==> config.mk <==
export PLATFORM = sky130hd
export DESIGN_NAME = bp_pair_ctrl
export DESIGN_NICKNAME = d
export VERILOG_FILES = /design/src/rtl/bpc_pkg.sv /design/src/rtl/bpc_regs.sv /design/src/rtl/bpc_match.sv /design/src/rtl/bpc_seq.sv /design/src/rtl/bp_pair_ctrl.sv
export SDC_FILE = /design/constraint.sdc
export NUM_CORES = 1
export LEC_CHECK = 0
export CAP_MARGIN = 25
export CORE_MARGIN = 2
export CORE_UTILIZATION = 35
export DETAILED_ROUTE_END_ITERATION = 10
export DONT_BUFFER_PORTS = 1
export GPL_TIMING_DRIVEN = 1
export HOLD_SLACK_MARGIN = 0.12
export SETUP_SLACK_MARGIN = 0.2
export SYNTH_ARGS = -nofsm -noshare
export SYNTH_HDL_FRONTEND = slang
export SYNTH_HIERARCHICAL = 1
export SYNTH_SLANG_ARGS = --single-unit
==> constraint.sdc <==
create_clock -name clk -period 3.7 [get_ports clk]
set_input_delay 0.37 -clock clk [delete_from_list [all_inputs] [get_ports clk]]
set_output_delay 0.37 -clock clk [all_outputs]
set_load 0.05 [all_outputs]
==> src/rtl/bpc_pkg.sv <==
package bpc_pkg;
  typedef enum logic [1:0] {
    WHY_NONE   = 2'b00,
    WHY_BEFORE = 2'b01,
    WHY_AFTER  = 2'b10,
    WHY_PEND   = 2'b11
  } halt_why_e;

  typedef struct packed {
    logic en;
    logic after;
  } bp_mode_t;
endpackage

==> src/rtl/bpc_regs.sv <==
module bpc_regs #(
  parameter int NBP    = 4,
  parameter int ADDR_W = 32,
  localparam int IDX_W = $clog2(NBP)
) (
  input  logic                           clk,
  input  logic                           rst,
  input  logic                           cfg_we,
  input  logic [IDX_W-1:0]               cfg_idx,
  input  logic [ADDR_W-1:0]              cfg_addr,
  input  logic                           cfg_en,
  input  logic                           cfg_after,
  output logic [NBP-1:0][ADDR_W-1:0]     bp_addr,
  output bpc_pkg::bp_mode_t [NBP-1:0]    bp_mode
);
  for (genvar i = 0; i < NBP; i++) begin : g_slot
    always_ff @(posedge clk) begin
      if (rst) begin
        bp_addr[i] <= '0;
        bp_mode[i] <= '0;
      end else if (cfg_we && cfg_idx == IDX_W'(i)) begin
        bp_addr[i]       <= cfg_addr;
        bp_mode[i].en    <= cfg_en;
        bp_mode[i].after <= cfg_after;
      end
    end

    AST_CFG_WRITE: assert property (@(posedge clk) disable iff (rst)
      (cfg_we && cfg_idx == IDX_W'(i)) |=>
        (bp_addr[i] == $past(cfg_addr) && bp_mode[i].en == $past(cfg_en)));
  end
endmodule

==> src/rtl/bpc_match.sv <==
module bpc_match #(
  parameter int NBP    = 4,
  parameter int ADDR_W = 32
) (
  input  logic                        vld,
  input  logic [ADDR_W-1:0]           addr,
  input  logic                        sup_bef,
  input  logic [NBP-1:0][ADDR_W-1:0]  bp_addr,
  input  bpc_pkg::bp_mode_t [NBP-1:0] bp_mode,
  output logic                        hit_bef,
  output logic                        hit_aft
);
  localparam logic [ADDR_W-1:0] HW_MASK = ~{{(ADDR_W-1){1'b0}}, 1'b1};

  logic raw_bef;

  always_comb begin
    raw_bef = 1'b0;
    hit_aft = 1'b0;
    for (int i = 0; i < NBP; i++) begin
      if (vld && bp_mode[i].en && (((bp_addr[i] ^ addr) & HW_MASK) == '0)) begin
        if (bp_mode[i].after) hit_aft = 1'b1;
        else                  raw_bef = 1'b1;
      end
    end
    hit_bef = raw_bef & ~sup_bef;
  end
endmodule

==> src/rtl/bpc_seq.sv <==
module bpc_seq #(
  parameter int ADDR_W = 32
) (
  input  logic              clk,
  input  logic              rst,
  input  logic              issue,
  input  logic              bef_any,
  input  logic              aft_any,
  input  logic              resume,
  input  logic [ADDR_W-1:0] resume_addr,
  output logic              halt_req,
  output logic [1:0]        halt_why,
  output logic              halted,
  output logic              sup_arm,
  output logic [ADDR_W-1:0] sup_addr
);
  import bpc_pkg::*;

  logic pending;
  logic last_bef;

  always_ff @(posedge clk) begin
    if (rst) begin
      halt_req <= 1'b0;
      halt_why <= WHY_NONE;
      halted   <= 1'b0;
      pending  <= 1'b0;
      last_bef <= 1'b0;
      sup_arm  <= 1'b0;
      sup_addr <= '0;
    end else begin
      halt_req <= 1'b0;
      halt_why <= WHY_NONE;
      if (halted) begin
        if (resume) begin
          halted   <= 1'b0;
          sup_arm  <= last_bef;
          sup_addr <= resume_addr;
        end
      end else if (issue) begin
        sup_arm <= 1'b0;
        if (pending) begin
          halt_req <= 1'b1;
          halt_why <= WHY_PEND;
          halted   <= 1'b1;
          pending  <= 1'b0;
          last_bef <= 1'b0;
        end else if (bef_any) begin
          halt_req <= 1'b1;
          halt_why <= WHY_BEFORE;
          halted   <= 1'b1;
          pending  <= aft_any;
          last_bef <= 1'b1;
        end else if (aft_any) begin
          halt_req <= 1'b1;
          halt_why <= WHY_AFTER;
          halted   <= 1'b1;
          last_bef <= 1'b0;
        end
      end
    end
  end

  AST_PULSE_ONE: assert property (@(posedge clk) disable iff (rst)
    halt_req |=> !halt_req);
  AST_HALT_LEVEL: assert property (@(posedge clk) disable iff (rst)
    halt_req |-> halted);
  AST_QUIET_HALTED: assert property (@(posedge clk) disable iff (rst)
    halted |=> !halt_req);
  AST_PEND_FROM_MIX: assert property (@(posedge clk) disable iff (rst)
    $rose(pending) |-> (halt_why == WHY_BEFORE));
  AST_PEND_FIRES: assert property (@(posedge clk) disable iff (rst)
    (pending && !halted && issue) |=> (halt_req && halt_why == WHY_PEND));
  AST_SUP_ONCE: assert property (@(posedge clk) disable iff (rst)
    (sup_arm && issue && !halted) |=> !sup_arm);
endmodule

==> src/rtl/bp_pair_ctrl.sv <==
module bp_pair_ctrl #(
  parameter int NBP    = 4,
  parameter int ADDR_W = 32,
  localparam int IDX_W = $clog2(NBP)
) (
  input  logic              clk,
  input  logic              rst,
  input  logic              cfg_we,
  input  logic [IDX_W-1:0]  cfg_idx,
  input  logic [ADDR_W-1:0] cfg_addr,
  input  logic              cfg_en,
  input  logic              cfg_after,
  input  logic              iss_a_vld,
  input  logic [ADDR_W-1:0] iss_a_addr,
  input  logic              iss_b_vld,
  input  logic [ADDR_W-1:0] iss_b_addr,
  input  logic              resume,
  input  logic [ADDR_W-1:0] resume_addr,
  output logic              halt_req,
  output logic [1:0]        halt_why,
  output logic              halted
);
  import bpc_pkg::*;

  localparam int NLANE = 2;
  localparam logic [ADDR_W-1:0] HW_MASK = ~{{(ADDR_W-1){1'b0}}, 1'b1};

  logic [NBP-1:0][ADDR_W-1:0] bp_addr;
  bp_mode_t [NBP-1:0]         bp_mode;
  logic                       sup_arm;
  logic [ADDR_W-1:0]          sup_addr;
  logic [NLANE-1:0]           lane_vld;
  logic [NLANE-1:0][ADDR_W-1:0] lane_addr;
  logic [NLANE-1:0]           lane_bef;
  logic [NLANE-1:0]           lane_aft;

  assign lane_vld[0]  = iss_a_vld;
  assign lane_vld[1]  = iss_a_vld & iss_b_vld;
  assign lane_addr[0] = iss_a_addr;
  assign lane_addr[1] = iss_b_addr;

  bpc_regs #(.NBP(NBP), .ADDR_W(ADDR_W)) u_regs (
    .clk(clk), .rst(rst), .cfg_we(cfg_we), .cfg_idx(cfg_idx),
    .cfg_addr(cfg_addr), .cfg_en(cfg_en), .cfg_after(cfg_after),
    .bp_addr(bp_addr), .bp_mode(bp_mode)
  );

  for (genvar l = 0; l < NLANE; l++) begin : g_lane
    logic sup_here;
    assign sup_here = sup_arm && (((lane_addr[l] ^ sup_addr) & HW_MASK) == '0);

    bpc_match #(.NBP(NBP), .ADDR_W(ADDR_W)) u_match (
      .vld(lane_vld[l]), .addr(lane_addr[l]), .sup_bef(sup_here),
      .bp_addr(bp_addr), .bp_mode(bp_mode),
      .hit_bef(lane_bef[l]), .hit_aft(lane_aft[l])
    );
  end

  bpc_seq #(.ADDR_W(ADDR_W)) u_seq (
    .clk(clk), .rst(rst), .issue(iss_a_vld),
    .bef_any(|lane_bef), .aft_any(|lane_aft),
    .resume(resume), .resume_addr(resume_addr),
    .halt_req(halt_req), .halt_why(halt_why), .halted(halted),
    .sup_arm(sup_arm), .sup_addr(sup_addr)
  );

  AST_WHY_VALID: assert property (@(posedge clk) disable iff (rst)
    halt_req |-> (halt_why != WHY_NONE));
  AST_NO_B_ALONE: assert property (@(posedge clk) disable iff (rst)
    (!iss_a_vld && !halted) |=> !halt_req);
endmodule

* Yosys cells after proc, flatten, opt, wreduce, memory -nomap -nowiden *
Index checks and enable logic that the tools add are counted.

storage, ports and cells
  flip-flop bits (word level) = 175
  input bits = 138
  word-level logic and storage cells = 130

operators by class
  equality and inequality tests = 4
  multiplexer cells = 47
  bitwise operators = 17
  reductions and logical operators = 43

operator list
  kind                number
  $logic_not 32->1    10
  $xor 32x32->32      10
  $mux 1              44
  $logic_and 1x1->1   22
  $mux 2              3
  $reduce_and 2->1    3
  $reduce_or 2->1     3
  $eq 2x2->1 const B  2
  $not 1->1           4
  $and 1x1->1         3
  $reduce_and 3->1    1
  $reduce_bool 3->1   1
  $reduce_or 3->1     1
  $eq 2x1->1 const B  1
  $logic_not 2->1     1
  $ne 2x2->1 const B  1
  $reduce_bool 2->1   1

* Logic depth before layout (Yosys ltp) *
  depth after elaboration = 16
  mapped depth = 10
  mapped depth without buffers = 10

* By module *
The synthesis kept the hierarchy.

modules (own cells, without submodules)
  module        times used  cells an instance  area each (um2)  seq. area each (um2)
  bpc_regs      1           483                5402.7           2722.6
  bpc_match     2           200                1536.5           0.0
  bpc_seq       1           168                1382.6           780.7
  bp_pair_ctrl  1           87                 719.4            0.0

* Worst setup path before layout *
OpenSTA, ideal clock, no wires.

  kind = input to register
  from = in iss_a_vld
  to = reg u_seq.pending
  library setup time = 0.066 ns
  arrival = 2.393 ns
  path slack = 1.241 ns
  stages on the path = 10
  cell sequence = and2_1 -> nand2_1 -> or4_1 -> nor4_2 -> nand3b_1 -> a41oi_2 -> or2_2 -> inv_1 -> or4_4 -> a21oi_2

on the way
  longest elaborated chain between the ends = 14

ends and longest elaborated chain
  item                            line                text
  from (decl)                     bp_pair_ctrl.sv:13  input logic iss_a_vld,
  $and 1x1->1 (*)                 bp_pair_ctrl.sv:38  assign lane_vld[1] = iss_a_vld & iss_b_vld;
  $logic_and 1x1->1 (2 in a row)  bpc_match.sv:21     if (vld && bp_mode[i].en && (((bp_addr[i] ^ addr) & HW_MASK) == '0)) begin
  $mux 1                          bpc_match.sv:21
  $mux 1                          bpc_match.sv:22     if (bp_mode[i].after) hit_aft = 1'b1;
  $mux 1                          bpc_match.sv:21
  $mux 1                          bpc_match.sv:22
  $mux 1                          bpc_match.sv:21
  $mux 1                          bpc_match.sv:22
  $mux 1 (*)                      bpc_match.sv:21
  $and 1x1->1 (*)                 bpc_match.sv:26     hit_bef = raw_bef & ~sup_bef;
  via lane_bef[1]                 bp_pair_ctrl.sv:34  logic [NLANE-1:0] lane_bef;
  $reduce_or 2->1 (*)             bp_pair_ctrl.sv:61  .bef_any(|lane_bef), .aft_any(|lane_aft),
  $mux 1 (*)                      bpc_seq.sv:48       end else if (bef_any) begin
  $mux 1 (*)                      bpc_seq.sv:42       if (pending) begin
  to (signal assigned)            bpc_seq.sv:52       pending <= aft_any;
  to (decl)                       bpc_seq.sv:19       logic pending;

Mark *: on every way through the listed nets, which the timed path passes. The rest lies on a longest branch.
A chain may end at the register's enable or synchronous reset.

* Worst setup path in the final report *
  from = reg u_regs/bp_addr[30] (netlist name)
  to = reg u_seq.pending

on the way
  longest elaborated chain between the ends = 14

ends and longest elaborated chain
  item                               line                text
  from (decl)                        bpc_regs.sv:13      output logic [NBP-1:0][ADDR_W-1:0] bp_addr,
  from (signal, indexed assignment)  bpc_regs.sv:22      bp_addr[i] <= cfg_addr;
  $xor 32x32->32 (*)                 bpc_match.sv:21
  $logic_not 32->1 (*)               bpc_match.sv:21
  $logic_and 1x1->1 (*)              bpc_match.sv:21
  $mux 1 (*)                         bpc_match.sv:21
  $mux 1                             bpc_match.sv:22
  $mux 1 (*)                         bpc_match.sv:21
  $mux 1                             bpc_match.sv:22
  $mux 1 (*)                         bpc_match.sv:21
  $mux 1                             bpc_match.sv:22
  $mux 1 (*)                         bpc_match.sv:21
  $and 1x1->1 (*)                    bpc_match.sv:26
  via lane_bef[0]                    bp_pair_ctrl.sv:34
  $reduce_or 2->1 (*)                bp_pair_ctrl.sv:61
  $mux 1 (*)                         bpc_seq.sv:48
  $mux 1 (*)                         bpc_seq.sv:42

Marks and branches as above.

==> results.cfg <==
[critical_path]
cp-end-kind = flop
cp_data_arrival_time_ps = 3250
worst-path-buf-inv = 1
worstPathCellList = xor2_1, or4_1, nor4_1, nand3b_1, a41oi_2, or2_2, inv_1, or4_4, a21oi_2
cp_data_required_time_ps = 4070
path_max_fanout = 3
startpoint_type = flop
slowest_delay_ps = 570
crit_type = flop to flop
cpMaxStageDelayCell = nor4_1
critical-path-top-delay-family = simple AND/OR/NAND/NOR gates

[timing]
finClkSkew_ps = 10.7
max_freq_mhz = 347
setup_viol = 0
slew_headroom_pct = 33.6
slew_viol_final = 0
finalHoldViolCount = 0
post-route-period-util_pct = 77.8
fin_crit_ps = 2880
worst_slew_pin_slew_ps = 994
fin_tns_setup_ps = 0
rsz0062_at_grt = no

[route]
wirelength_mm = 36.0
vias_per_cell = 5.29
route.detailed.drc = 0
ant_nets = 0
wl_per_cell_um = 24.2
drt_iter0_markers = 815
num_vias = 7891
drt-pass1-iter-count = 5

[global_routing]
grt_pass1_wl_mm = 51.8
grtUsageTotal_pct = 23.1
grtUsageMet1_pct = 30.1
grtUsageMet3_pct = 6.27
grt-busiest-layer = met2
grt_max_degree = 168
grt_use_met2_pct = 36.1
grt_pass1_vias = 7740
grt_overflow = 0
antenna_found_initial = 1

[synthesis]
synth_warnings = 6
synth_area_per_cell_um2 = 9.27
syn_inst = 1121
synthesis.area_um2 = 10400
mappedNetlistNets = 1259

[clock_tree]
htreeDepth = 4
clk_pin_slew_ps = 70
clockBufferDepth = 2
cts_sinks = 170
cts_buffers = 17
insertion_delay_ps = 440
cts_root_buf = clkbuf_16
tritoncts = yes
cts.repair.resized = 0

[placed_design]
port_buffers = 0
place_congestion = 0.966
postPlaceCellArea_um2 = 10500
hpwl_mm = 27.2
post-place-cells = 1425

[run_status]
outcome = finished, final reports clean

[power]
power_density_nw_per_um2 = 373
ir_drop_mv = 0.231
total_leakage_power_uw = 0.00404
power_uw = 4260

[floorplanning]
die_w_um = 176
rows = 63
core_um2 = 29400
die_h_um = 176
io_pins = 142
start_util_pct = 35.4
dieArea_um2 = 31100

[layout]
drive_above_1_share_pct = 5.45
fin_nets = 1226
insertedDiodeCount = 0
area_growth_pct = 10.0
fillerInstances = 2861
fin_cells = 1491
stdcell_area_um2 = 11400

[worst_hold_path]
holdCritPathClass = primary input to flop

[flow_run]
drv_cap = 0
==> state kept, by name, summed over array words and instances, names as in the netlist <==
name	flops
u_regs/bp_mode	8
u_seq/halted	1
u_seq/last_bef	1
u_regs/bp_addr	124
u_seq/sup_arm	1
u_seq/sup_addr	31
u_seq/pending	1
u_seq/halt_req	1
u_seq/halt_why	2
==> final timing paths <==
path	startpoint	end	slack, ps	depth (start not counted)
max reg2reg	u_regs/bp_addr[30]	u_seq/pending	820	9
min	rst	u_regs/bp_addr[92]	150	2
min reg2reg	u_regs/bp_mode[1]	u_regs/bp_mode[1]	500	2
max	u_regs/bp_addr[30]	u_seq/pending	820	9
==> layout make-up <==
cell class	instances	area, um^2	share of cell area [%]
Clock buffer	20	447	3.91
Clock inverter	12	141	1.24
Inverter	2	7.51	0.0656
Multi-Input combinational cell	859	6570	57.4
Sequential cell	170	3400	29.8
Tap cell	390	488	4.27
Timing Repair Buffer	38	385	3.37
==> metrics by stage <==
step,util [%],setup WS [ps],hold WS [ps]
floorplan,-,1240,450
global route,38.9,692,147
detailed placement,35.7,812,449
finish,38.9,821,152
global placement,35.7,835,453
CTS,38.8,884,140
==> report_power, final <==
part / leakage [uW] / internal, uW / switching (uW)
combinational: 0.00239 / 277 / 211
clock: 0.000270 / 1020 / 807
sequential: 0.00138 / 1880 / 65.4
total: 0.00404 / 3180 / 1080
==> cell usage in the layout (no fill, tap or decap), drive strengths merged <==
cell	instances
nand2b	166
nand2	74
a211oi	1
or4	9
a41oi	2
nor4	30
or3b	1
dlygate4sd3	32
clkinv	2
inv	5
clkbuf	20
nor2	2
dfxtp	170
a21oi	35
mux2i	133
xor2	72
xnor2	238
bufinv	2
and3b	1
nand3b	10
nand3	9
or3	1
clkinvlp	5
nor3b	3
a22oi	1
and2	2
nand4	64
buf	6
nor3	2
or2	3
==> per-layer routing <==
layer	part of all wire, %	routed length, um	up-vias
met5	0.036	13	-
met2	44	16000	374
met3	10	3750	67
li1	-	-	3659
met1	42	15100	3789
met4	3.4	1230	2
==> timing repair <==
action / 4_1_cts / 5_1_grt
hold buffers: 33 / 0
buffers inserted: 0 / 0
endpoints found under the hold margin: 37 / 0
endpoints found under the setup margin: 0 / 0
(Power assumes the default switching activity.)
